$ cat src/rtl/pwmtb_pkg.sv
package pwmtb_pkg;
   // tick source encoding on the select input
   typedef enum logic {
      SRC_REF  = 1'b0,
      SRC_FAST = 1'b1
   } src_e;
endpackage

$ cat src/rtl/pwmtb_cfg_stage.sv
module pwmtb_cfg_stage #(
   parameter int LIM_W  = 5,
   parameter int DIV_W  = 18,
   parameter int FRAC_W = 8,
   parameter int CNT_W  = 20,
   parameter bit STAGED = 1'b1
) (
   input  logic             clk,
   input  logic             rst_n,
   input  logic [LIM_W-1:0] lim_i,
   input  logic [DIV_W-1:0] div_i,
   input  logic             upd_i,
   input  logic             wrap_i,
   input  logic             clr_i,
   output logic [LIM_W-1:0] act_lim_o,
   output logic [DIV_W-1:0] act_div_o,
   output logic             commit_o
);
   localparam logic [LIM_W-1:0] LIM_MAX = LIM_W'(CNT_W);
   localparam logic [DIV_W-1:0] DIV_ONE = DIV_W'(1) << FRAC_W;

   logic [LIM_W-1:0] lim_clamped;
   assign lim_clamped = (lim_i > LIM_MAX) ? LIM_MAX : lim_i;

   generate
      if (STAGED) begin : g_staged
         logic [LIM_W-1:0] stg_lim_q, act_lim_q;
         logic [DIV_W-1:0] stg_div_q, act_div_q;
         logic             pend_q;
         logic             commit;

         assign commit = pend_q & (wrap_i | clr_i);

         always_ff @(posedge clk or negedge rst_n) begin
            if (!rst_n) begin
               stg_lim_q <= LIM_MAX;
               stg_div_q <= DIV_ONE;
               act_lim_q <= LIM_MAX;
               act_div_q <= DIV_ONE;
               pend_q    <= 1'b0;
            end else begin
               if (commit) begin
                  act_lim_q <= stg_lim_q;
                  act_div_q <= stg_div_q;
               end
               if (upd_i) begin
                  stg_lim_q <= lim_clamped;
                  stg_div_q <= div_i;
                  pend_q    <= 1'b1;
               end else if (commit) begin
                  pend_q    <= 1'b0;
               end
            end
         end

         assign act_lim_o = act_lim_q;
         assign act_div_o = act_div_q;
         assign commit_o  = commit;
      end else begin : g_direct
         logic unused_ok;
         assign unused_ok = &{1'b0, clk, rst_n, upd_i, wrap_i, clr_i};
         assign act_lim_o = lim_clamped;
         assign act_div_o = div_i;
         assign commit_o  = 1'b0;
      end
   endgenerate
endmodule

$ cat src/rtl/pwmtb_frac_div.sv
module pwmtb_frac_div #(
   parameter int DIV_W  = 18,
   parameter int FRAC_W = 8
) (
   input  logic             clk,
   input  logic             rst_n,
   input  logic             tick_i,
   input  logic             hold_i,
   input  logic             clr_i,
   input  logic             rephase_i,
   input  logic [DIV_W-1:0] div_i,
   output logic             en_o
);
   localparam int               ACC_W   = DIV_W + 1;
   localparam logic [ACC_W-1:0] ACC_ONE = ACC_W'(1) << FRAC_W;

   logic [DIV_W-1:0] acc_q;
   logic [ACC_W-1:0] acc_sum;
   logic [ACC_W-1:0] div_eff;
   logic             reach;
   logic             step;

   assign div_eff = ({1'b0, div_i} < ACC_ONE) ? ACC_ONE : {1'b0, div_i};
   assign acc_sum = {1'b0, acc_q} + ACC_ONE;
   assign reach   = acc_sum >= div_eff;
   assign step    = tick_i & ~hold_i & ~clr_i;
   assign en_o    = step & reach;

   always_ff @(posedge clk or negedge rst_n) begin
      if (!rst_n) begin
         acc_q <= '0;
      end else if (clr_i || rephase_i) begin
         acc_q <= '0;
      end else if (step) begin
         if (reach) acc_q <= DIV_W'(acc_sum - div_eff);
         else       acc_q <= DIV_W'(acc_sum);
      end
   end
endmodule

$ cat src/rtl/pwmtb_wrap_cnt.sv
module pwmtb_wrap_cnt #(
   parameter int CNT_W = 20,
   parameter int LIM_W = 5
) (
   input  logic             clk,
   input  logic             rst_n,
   input  logic             en_i,
   input  logic             clr_i,
   input  logic [LIM_W-1:0] lim_i,
   output logic [CNT_W-1:0] cnt_o,
   output logic             wrap_o
);
   logic [CNT_W-1:0] cnt_q;
   logic [CNT_W-1:0] top_val;

   assign top_val = (lim_i >= LIM_W'(CNT_W)) ? '1
                  : ((CNT_W'(1) << lim_i) - CNT_W'(1));
   assign wrap_o  = en_i & ~clr_i & (cnt_q == top_val);

   always_ff @(posedge clk or negedge rst_n) begin
      if (!rst_n)       cnt_q <= '0;
      else if (clr_i)   cnt_q <= '0;
      else if (wrap_o)  cnt_q <= '0;
      else if (en_i)    cnt_q <= cnt_q + CNT_W'(1);
   end

   assign cnt_o = cnt_q;
endmodule

$ cat src/rtl/pwmtb_ovf_irq.sv
module pwmtb_ovf_irq (
   input  logic clk,
   input  logic rst_n,
   input  logic wrap_i,
   input  logic clr_i,
   input  logic en_i,
   output logic raw_o,
   output logic st_o
);
   logic raw_q;

   always_ff @(posedge clk or negedge rst_n) begin
      if (!rst_n)      raw_q <= 1'b0;
      else if (wrap_i) raw_q <= 1'b1;
      else if (clr_i)  raw_q <= 1'b0;
   end

   assign raw_o = raw_q;
   assign st_o  = raw_q & en_i;
endmodule

$ cat src/rtl/pwm_timebase.sv
module pwm_timebase #(
   parameter int CNT_W  = 20,
   parameter int LIM_W  = 5,
   parameter int DIV_W  = 18,
   parameter int FRAC_W = 8,
   parameter bit STAGED = 1'b1
) (
   input  logic             clk,
   input  logic             rst_n,
   input  logic             tick_fast_i,
   input  logic             tick_ref_i,
   input  logic             src_sel_i,
   input  logic [LIM_W-1:0] lim_i,
   input  logic [DIV_W-1:0] div_i,
   input  logic             pause_i,
   input  logic             tmr_clr_i,
   input  logic             upd_i,
   input  logic             int_en_i,
   input  logic             int_clr_i,
   output logic [CNT_W-1:0] cnt_o,
   output logic [CNT_W-1:0] cnt_rd_o,
   output logic             ovf_raw_o,
   output logic             ovf_st_o
);
   import pwmtb_pkg::*;

   generate
      if (CNT_W >= (1 << LIM_W)) begin : g_bad_lim
         $error("LIM_W too narrow for CNT_W");
      end
      if (FRAC_W >= DIV_W) begin : g_bad_frac
         $error("FRAC_W must be below DIV_W");
      end
   endgenerate

   src_e             src_sel;
   logic             tick;
   logic [LIM_W-1:0] act_lim;
   logic [DIV_W-1:0] act_div;
   logic             commit;
   logic             cnt_en;
   logic             wrap;
   logic [CNT_W-1:0] cnt_rd_q;

   assign src_sel = src_e'(src_sel_i);
   assign tick    = (src_sel == SRC_FAST) ? tick_fast_i : tick_ref_i;

   pwmtb_cfg_stage #(
      .LIM_W(LIM_W), .DIV_W(DIV_W), .FRAC_W(FRAC_W),
      .CNT_W(CNT_W), .STAGED(STAGED)
   ) u_stage (
      .clk(clk), .rst_n(rst_n), .lim_i(lim_i), .div_i(div_i),
      .upd_i(upd_i), .wrap_i(wrap), .clr_i(tmr_clr_i),
      .act_lim_o(act_lim), .act_div_o(act_div), .commit_o(commit)
   );

   pwmtb_frac_div #(.DIV_W(DIV_W), .FRAC_W(FRAC_W)) u_div (
      .clk(clk), .rst_n(rst_n), .tick_i(tick), .hold_i(pause_i),
      .clr_i(tmr_clr_i), .rephase_i(commit), .div_i(act_div), .en_o(cnt_en)
   );

   pwmtb_wrap_cnt #(.CNT_W(CNT_W), .LIM_W(LIM_W)) u_cnt (
      .clk(clk), .rst_n(rst_n), .en_i(cnt_en), .clr_i(tmr_clr_i),
      .lim_i(act_lim), .cnt_o(cnt_o), .wrap_o(wrap)
   );

   pwmtb_ovf_irq u_irq (
      .clk(clk), .rst_n(rst_n), .wrap_i(wrap), .clr_i(int_clr_i),
      .en_i(int_en_i), .raw_o(ovf_raw_o), .st_o(ovf_st_o)
   );

   always_ff @(posedge clk or negedge rst_n) begin
      if (!rst_n) cnt_rd_q <= '0;
      else        cnt_rd_q <= cnt_o;
   end
   assign cnt_rd_o = cnt_rd_q;
endmodule

$ cat config.mk
export PLATFORM = sky130hd
export DESIGN_NAME = pwm_timebase
export DESIGN_NICKNAME = d
export VERILOG_FILES = /design/src/rtl/pwmtb_pkg.sv /design/src/rtl/pwmtb_cfg_stage.sv /design/src/rtl/pwmtb_frac_div.sv /design/src/rtl/pwmtb_wrap_cnt.sv /design/src/rtl/pwmtb_ovf_irq.sv /design/src/rtl/pwm_timebase.sv
export SDC_FILE = /design/constraint.sdc
export NUM_CORES = 1
export LEC_CHECK = 0
export ABC_AREA = 1
export BUFFER_PORTS_ARGS = -buffer_cell sky130_fd_sc_hd__buf_4
export CAP_MARGIN = 0
export CELL_PAD_IN_SITES_DETAIL_PLACEMENT = 1
export CELL_PAD_IN_SITES_GLOBAL_PLACEMENT = 1
export CORE_UTILIZATION = 39
export DETAILED_ROUTE_END_ITERATION = 8
export HOLD_SLACK_MARGIN = 0.02
export MAX_ROUTING_LAYER = met4
export PLACE_DENSITY_LB_ADDON = 0.1
export SYNTH_ARGS = -nofsm -noshare
export SYNTH_HDL_FRONTEND = slang
export SYNTH_HIERARCHICAL = 1
export SYNTH_SLANG_ARGS = --single-unit
$ cat constraint.sdc
create_clock -name clk -period 3.7 [get_ports clk]
set_input_delay 0 -clock clk [delete_from_list [all_inputs] [get_ports clk]]
set_output_delay 0 -clock clk [all_outputs]
set_load 0.05 [all_outputs]
---- Word level (Yosys, flattened, before mapping) ----
Cells that the tools add are included.
word-level totals
  register bits after elaboration ......... 106
  output and inout port bits .............. 42
  ROM bits ................................ 0
  word-level logic and storage cells ...... 48
  memories kept ........................... 0
  latch bits .............................. 0
  RAM bits ................................ 0
  input port bits ......................... 33
operators by class
  $mul .................................... 0
  $add $sub $neg .......................... 4
  shift operators ......................... 1
  reductions and logical operators ........ 5
  bitwise operators ....................... 10
  multiplexer cells ....................... 14
  div/mod/pow operators ................... 0
  magnitude comparators ................... 4
  equal/unequal tests ..................... 1
operators with widths
  cell                   count
  $mux 20                4
  $mux 18                4
  $add 20x1->20 const B  1
  $eq 20x20->1           1
  $shl 1x5->20 const A   1
  $sub 20x1->20 const B  1
  $add 18x9->19 const B  1
  $ge 19x18->1           1
  $lt 18x9->1 const B    1
  $sub 18x18->18         1
  $and 1x1->1            7
  $reduce_bool 2->1      3
  $ge 5x5->1 const B     1
  $gt 5x5->1 const B     1
  $mux 1                 5
  $mux 5                 1
  $reduce_bool 3->1      1
  $not 1->1              2
  $logic_or 1x1->1       1
  $or 1x1->1             1

---- Longest topological paths before layout ----
Gate-level depths: netlist of the first run.
  depth after elaboration ................. 10
  depth in mapped cells ................... 32
  depth with buffers taken out ............ 30

---- Cells and area by module ----
Netlist of the first run, hierarchy kept.
by module, submodules not included
  module           instances  cells each  area an instance (sq um)  sequential area each (sq um)
  pwmtb_frac_div   1          405         2348.5                    450.4
  pwmtb_wrap_cnt   1          392         2184.6                    500.5
  pwmtb_cfg_stage  1          210         1904.3                    1183.6
  pwm_timebase     1          24          515.5                     500.5
  pwmtb_ovf_irq    1          7           47.5                      25.0

---- Worst setup path before layout of the first run ----
OpenSTA, ideal clock, no wires.
  path type ............................... flip-flop to flip-flop
  from .................................... register u_div.acc_q[8]
  to ...................................... register u_div.acc_q[10]
  path slack .............................. -196 ps
  cell stages (with the launch flop) ...... 30
  required time ........................... 3634 ps
  arrival time ............................ 3830 ps
  setup time .............................. 66 ps
  cell sequence ........................... dfrtp_1 ha_1 nand3_2 nor2_4 xor2_1 inv_1 ha_1 nand2_1 inv_1 nand2_1 nand2_1 nand2_1 nand3_1 nand2_2 nand3_4 nand2_2 inv_1 nand2_1 clkbuf_1 nor3_1 inv_2 nand2_4 nand2_4 buf_6 inv_1 nor2_2 inv_1 nor2_1 nand2_1 nand2_1
on the way
  cells in the longest elaborated chain, start to end .. 9
  elaborated cells between the ends (all ways) .. 13
RTL lines
  item                                                 RTL line               text
  start: declaration                                   pwmtb_frac_div.sv:17   logic [DIV_W-1:0] acc_q;
  start signal: assignment                             pwmtb_frac_div.sv:35   if (reach) acc_q <= DIV_W'(acc_sum - div_eff);
  start signal: assignment                             pwmtb_frac_div.sv:36   else acc_q <= DIV_W'(acc_sum);
  $add 18x9->19 *                                      pwmtb_frac_div.sv:24   assign acc_sum = {1'b0, acc_q} + ACC_ONE;
  $ge 19x18->1 *                                       pwmtb_frac_div.sv:25   assign reach = acc_sum >= div_eff;
  $and 1x1->1 *                                        pwmtb_frac_div.sv:27   assign en_o = step & reach;
  via cnt_en                                           pwm_timebase.sv:41     logic cnt_en;
  $and 1x1->1 * (2 in series)                          pwmtb_wrap_cnt.sv:18   assign wrap_o = en_i & ~clr_i & (cnt_q == top_val);
  via wrap                                             pwm_timebase.sv:42     logic wrap;
  $or 1x1->1 *                                         pwmtb_cfg_stage.sv:32  assign commit = pend_q & (wrap_i | clr_i);
  $and 1x1->1 *                                        pwmtb_cfg_stage.sv:32
  via commit                                           pwm_timebase.sv:40     logic commit;
  $logic_or 1x1->1 *                                   pwmtb_frac_div.sv:32   end else if (clr_i || rephase_i) begin
  $mux 18 / $reduce_bool 2->1 (equally long branches)  --
Mark *: on every way through the listed nets, which the timed path passes. The rest lies on a longest branch. The select of a mux whose other input is x is not followed.
A chain may end at the register's enable or synchronous reset.

---- Worst setup path in the final report of the first run ----
  from .................................... register u_div.acc_q[9]
  to ...................................... register u_div.acc_q[3]
Same word-level chain as after synthesis.

==> results of run 1 <==
[cell usage after synthesis]
master and number:
nand3_1 97, buf_4 9, buf_1 1, buf_2 5, nand3_2 7, o21bai_1 4
dfstp_2 6, a41oi_1 1, nor3_2 1, ha_1 21, and2_1 1, nand3_4 1
inv_2 12, nor3_1 8, nand2_2 5, nor3b_1 1, nand3b_1 8, nor2_1 101
o21ai_1 1, xor2_1 20, inv_1 135, xnor2_1 5, buf_6 6, dfrtp_1 100
nand2_4 2, a221oi_1 1, clkbuf_1 4, a31oi_1 1, a21oi_1 19, nand2_1 407
nand4_1 29, nor2_4 3, o21ai_0 11, nor2_2 3, fa_1 1, a21o_1 1
[layer usage]
layer | GRT usage, % | vias up | wire (µm) | share of wire (%)
met1 | 36.4 | 3361 | 11100 | 50
met3 | 2.68 | 14 | 725 | 3.3
met2 | 39.7 | 137 | 10200 | 46
met4 | 6.48 | 0 | 235 | 1.1
li1 | - | 3494 | - | -
met5 | - | - | 0 | 0
[report_power, final]
part | leakage, nW | internal (mW) | switching [mW]
Combinational | 3.20 | 0.347 | 0.637
Clock | 0.147 | 0.549 | 0.472
Sequential | 1.40 | 1.23 | 0.0564
Total | 4.74 | 2.12 | 1.17
[cell type report]
type                       count  area, µm²  share of cell area [%]
inverter                     147        552                    6.34
timing repair buffer         147       1220                    14.0
clock buffer                  11        243                    2.79
multi-input combinational    760       3680                    42.3
tap                          225        282                    3.24
sequential                   106       2660                    30.6
clock inverter                 5       60.1                   0.690
[kinds of logic after synthesis]
logic type,Yosys count
AND/OR/NAND/NOR,674
buffers and inverters,172
flip-flops,106
AO/OA/AOI/OAI,39
XOR/XNOR,25
adder cells (fa/ha/maj),22
[how the worst max path moves through the flow]
stage | startpoint | to | slack (ns) | cells past startpoint
2_1_floorplan | u_div/acc_q[8] | u_div/acc_q[10] | 0.003 | 30
3_3_place_gp | u_div/acc_q[10] | u_div/acc_q[3] | 0.11 | 26
3_5_place_dp | u_div/acc_q[8] | u_div/acc_q[11] | -0.05 | 26
4_1_cts | u_div/acc_q[8] | u_div/acc_q[11] | 0.04 | 26
5_1_grt | u_div/acc_q[8] | u_div/acc_q[10] | -0.02 | 29
6_report | u_div/acc_q[9] | u_div/acc_q[3] | 0.29 | 24
[worst min-delay path, stage by stage]
cell and delay [ns]:
buf_4 0.19, nand2_1 0.10, nand2_1 0.06
[flip-flops by register name, indices dropped and copies added (netlist names), 5 cells and up]
signal and cells:
cnt_rd_o 20, u_stage/g_staged.stg_lim_q 5, u_div/acc_q 18, u_stage/act_div_o 18
u_stage/g_staged.stg_div_q 18, u_stage/act_lim_o 5, u_cnt/cnt_o 20
[timing repair]
item | CTS | global route
resized for setup | 3 | 15
pin swaps | 1 | 5
endpoints found under the hold margin | 67 | 0
hold buffers | 46 | 0
buffers inserted | 1 | 7
endpoints found under the setup margin | 18 | 20
[per-stage QoR]
stage               total power, mW  cell area [µm²]
floorplan                      1.92             7010
global route                   3.49             8700
finish                         3.29             8700
CTS                            3.28             8590
global placement               2.19             7810
detailed placement             2.20             7810
==> flow_metrics.env, run 1 <==
export IMPL_status="completed"
export IMPL_holdPathEnd="u_stage/g_staged.stg_div_q[6]"
export IMPL_ys_warn_count=6
export IMPL_cp_arrival_ns=3.65
export IMPL_drc_errors=0
export IMPL_diodes=0
export IMPL_period_minus_slack_ns=3.41
export IMPL_wire_per_inst_um=15.9
export IMPL_synthAdderAreaFrac_pct=4.04
export IMPL_leakage_nw=4.74
export IMPL_finalHoldViolCount=0
export IMPL_placed_cells=1331
export IMPL_synth_area_mm2=0.00700
export IMPL_synthTopCellsByArea="dfrtp_1 (36%), nand2_1 (22%), inv_1 (7.2%), nand3_1 (6.9%), nor2_1 (5.4%)"
export IMPL_hold_class="primary input to flop"
export IMPL_dpl_hpwl_um=16100
export IMPL_synth_seq_area_share_pct=38.0
export IMPL_synth_top_family_by_area="simple AND/OR/NAND/NOR gates"
export IMPL_drtAntennaViolNets=0
export IMPL_grt_pass1_wl_um=35800
export IMPL_vias=7006
export IMPL_core_mm2=0.0174
export IMPL_drt_iter0_drc=357
export IMPL_layout_commonest_cell="nand2_1"
export IMPL_r2r_slack_ns=0.29
export IMPL_crit_family="simple AND/OR/NAND/NOR gates"
export IMPL_synth_compound_area_share_pct=3.09
export IMPL_path_clk_slew_ns=0.07
export IMPL_most_common_layout_cells="nand2_1 (407), inv_1 (131), buf_4 (101)"
export IMPL_yosys_area_share_simple_pct=41.3
export IMPL_htree_levels=3
export IMPL_fmax_mhz=294
export IMPL_syn_to_final_growth_pct=24.3
export IMPL_start_util_pct=40.2
export IMPL_row_count=48
export IMPL_fillers=2306
export IMPL_syn_area_per_cell_um2=6.74
export IMPL_vdd_drop_max_uv=239
export IMPL_regToRegEndpoint="u_div/acc_q[3]"
export IMPL_port_buffer_count=74
export IMPL_setup_viol=0
export IMPL_grt_max_degree=45
export IMPL_r2r_start="u_div/acc_q[9]"
export IMPL_cts_buffer_depth=2
export IMPL_cts_buffers=9
export IMPL_cts_tree="done"
export IMPL_synth_largest_area_cell="dfrtp_1"
export IMPL_ys_seq_elements=106
export IMPL_slew_violations=0
export IMPL_nets=1226
export IMPL_die_h_um=136
export IMPL_ios=75
export IMPL_crit_required_ns=3.94
export IMPL_insertion_delay_ns=0.36
export IMPL_crit_path_end_kind="flop"
export IMPL_root_buffer="clkbuf_16"
export IMPL_synth_cell_types=36
export IMPL_fin_crit_sh_pct=92.1
export IMPL_slowest_delay_ns=0.39
export IMPL_final_cells=1401
export IMPL_synth_cells=1038
export IMPL_synth_xor_area_share_pct=3.13
export IMPL_syn_num_nets=1093
export IMPL_hold_depth=3
export IMPL_crit_type="flop to flop"
export IMPL_r2r_cells=24
export IMPL_slowest_stage="dfrtp_1"
export IMPL_startpoint_type="flop"
export IMPL_finalSetupTns_ns=0
export IMPL_maxCapViolCount=0
export IMPL_synth_top_area_share_pct=35.7
export IMPL_synth_area_mux_share_pct=0
export IMPL_crit_buf_inv=6
export IMPL_final_util_pct=50.0
export IMPL_path_max_fanout=11
export IMPL_clock_sinks=106
export IMPL_power_density_mw_per_mm2=378
export IMPL_grt_remaining_overflow=0
export IMPL_grt_pass1_vias=6881
export IMPL_drtPass1Iterations=5
export IMPL_clock_skew_ns=0.0148
export IMPL_max_slew_margin_pct=39.7
export IMPL_timing_hold_ws_ns=0.0422
export IMPL_via_per_inst=5.00
export IMPL_drive_gt1_share_pct=14.6
export IMPL_dpl_worst_slack_ns=-0.0536
export IMPL_worst_pin_slew_ns=0.905
export IMPL_setup_slack_ns=0.293
export IMPL_gp_congestion=0.868
export IMPL_cpMostUsedCell="inv_2"
export IMPL_antenna_found_initial=0
export IMPL_die_x_um=136
export IMPL_cp_cell_sequence="ha_2 > nand3_2 > nor2_4 > xor2_2 > inv_1 > ha_2 > nand2_1 > nor2_1 > nand3_2 > nand3_4 > nand2_2 > inv_2 > nand2_1 > nor3_2 > inv_2 > nand2_4 > nand2_4 > inv_2 > nor2_4 > inv_2 > nor2_1 > buf_4 > nand4_1 > nand2_1"
export IMPL_drt_total_wl_um=22300
export IMPL_globalRouteTotalUtil_pct=25.9
export IMPL_min_from="upd_i"
export IMPL_die_area_mm2=0.0185
Power figures use the tool's default switching activity.
==> inputs of run 2 (changes only) <==
- MAX_ROUTING_LAYER: met4 -> not set
==> run 2 against run 1 <==
Compared with the run above: non-clock buffer count rose by 1; core utilization about the same; sequential share of layout area about the same; total power down 0.42%; register-to-register slack got worse by 0.04 ns; combinational power down 0.8%; clock skew down 0.0028 ns; global-route usage fell by 0.41 points; largest power group unchanged.
==> flow_metrics.env, run 2 (synthesized netlist as in run 1, its figures left out) <==
export IMPL_hold_class="primary input to flop"
export IMPL_ios=75
export IMPL_nets=1227
export IMPL_most_common_layout_cells="nand2_1 (407), inv_1 (132), buf_4 (101)"
export IMPL_drc_errors=0
export IMPL_diodes=0
export IMPL_drt_total_wl_um=22300
export IMPL_drt_iter0_drc=315
export IMPL_drtPass1Iterations=5
export IMPL_vdd_drop_max_uv=226
export IMPL_vias=6922
export IMPL_leakage_nw=4.74
export IMPL_crit_path_end_kind="flop"
export IMPL_grt_pass1_vias=6974
export IMPL_maxCapViolCount=0
export IMPL_startpoint_type="flop"
export IMPL_die_area_mm2=0.0185
export IMPL_gp_congestion=0.852
export IMPL_die_x_um=136
export IMPL_slowest_stage="dfrtp_1"
export IMPL_cts_buffers=9
export IMPL_clock_skew_ns=0.0120
export IMPL_power_density_mw_per_mm2=376
export IMPL_core_mm2=0.0174
export IMPL_fmax_mhz=290
export IMPL_layout_commonest_cell="nand2_1"
export IMPL_insertion_delay_ns=0.37
export IMPL_setup_viol=0
export IMPL_cp_arrival_ns=3.70
export IMPL_grt_max_degree=38
export IMPL_r2r_cells=26
export IMPL_path_max_fanout=7
export IMPL_slew_violations=0
export IMPL_drive_gt1_share_pct=14.4
export IMPL_start_util_pct=40.2
export IMPL_row_count=48
export IMPL_grt_pass1_wl_um=36600
export IMPL_timing_hold_ws_ns=0.0953
export IMPL_worst_pin_slew_ns=0.875
export IMPL_max_slew_margin_pct=41.7
export IMPL_finalSetupTns_ns=0
export IMPL_cpMostUsedCell="nand2_1"
export IMPL_syn_to_final_growth_pct=24.4
export IMPL_port_buffer_count=74
export IMPL_die_h_um=136
export IMPL_dpl_worst_slack_ns=-0.0795
export IMPL_cts_tree="done"
export IMPL_root_buffer="clkbuf_16"
export IMPL_finalHoldViolCount=0
export IMPL_path_clk_slew_ns=0.08
export IMPL_crit_required_ns=3.95
export IMPL_place_area_mm2=0.00781
export IMPL_antenna_found_initial=0
export IMPL_dpl_hpwl_um=16100
export IMPL_cts_buffer_depth=2
export IMPL_grt_remaining_overflow=0
export IMPL_htree_levels=3
export IMPL_via_per_inst=4.94
export IMPL_crit_type="flop to flop"
export IMPL_hold_depth=5
export IMPL_status="completed"
export IMPL_clock_sinks=106
export IMPL_slowest_delay_ns=0.42
export IMPL_setup_slack_ns=0.250
export IMPL_total_power_mw=3.27
export IMPL_wire_per_inst_um=15.9
export IMPL_drtAntennaViolNets=0
export IMPL_globalRouteTotalUtil_pct=25.5
export IMPL_period_minus_slack_ns=3.45
export IMPL_final_area_mm2=0.00871
export IMPL_fin_crit_sh_pct=93.2
[run 2: critical path, delay by kind of cell, from the launching register on]
family	cells	cell delay, ns
xor+xnor	1	0.25
fa+ha+maj	2	0.64
buf+inv	6	0.50
flops	1	0.42
simple gates	17	1.53
[run 2: layout make-up]
cell class,instances,area (µm²)
well taps,225,282
multi-input cells,760,3680
repair buffers,148,1230
fillers,2281,8710
flip-flops and latches,106,2660
inverters,147,554
clock buffers,11,233
clock inverters,5,62.6
[run 2: per-layer routing]
layer  vias up  routed length [µm]  GRT usage (%)  part of all wire, %
met5         -                   0              0                    0
met4         0                 327           7.04                  1.5
met3        25                 759           3.62                  3.4
met2       128                9950           39.5                   45
met1      3275               11200           36.8                   50
li1       3494                   -              -                    -
[run 2: worst paths after layout]
| check | slack, ns | to | startpoint |
|---|---|---|---|
| hold reg to reg | 0.47 | cnt_rd_o[12] | u_cnt/cnt_o[12] |
| max in group asynchronous | 2.67 | u_stage/act_lim_o[4] | rst_n |
| hold / removal | 0.1 | u_stage/g_staged.stg_lim_q[0] | upd_i |
| setup / recovery | 0.25 | u_div/acc_q[4] | u_div/acc_q[8] |
| min in group asynchronous | 0.14 | u_div/acc_q[11] | rst_n |
| setup reg to reg | 0.25 | u_div/acc_q[4] | u_div/acc_q[8] |
[run 2: per-stage QoR]
step           utilization (%)  cells
2_1_floorplan                -   1038
3_3_place_gp              44.8   1331
3_5_place_dp              44.8   1331
4_1_cts                   49.3   1395
5_1_grt                   50.0   1402
6_report                  50.0   1402
[run 2: repair_timing]
item,4_1_cts,5_1_grt
hold buffers,46,0
pin swaps,1,4
endpoints found under the hold margin,66,0
buffers inserted,2,7
setup endpoints to repair,18,20
resized for setup,2,17
[run 2: report_power, final]
part	total (mW)	switching, mW	internal, mW
Clock	1.01	0.481	0.532
Sequential	1.29	0.0592	1.23
Combinational	0.976	0.627	0.349
Total	3.27	1.17	2.11
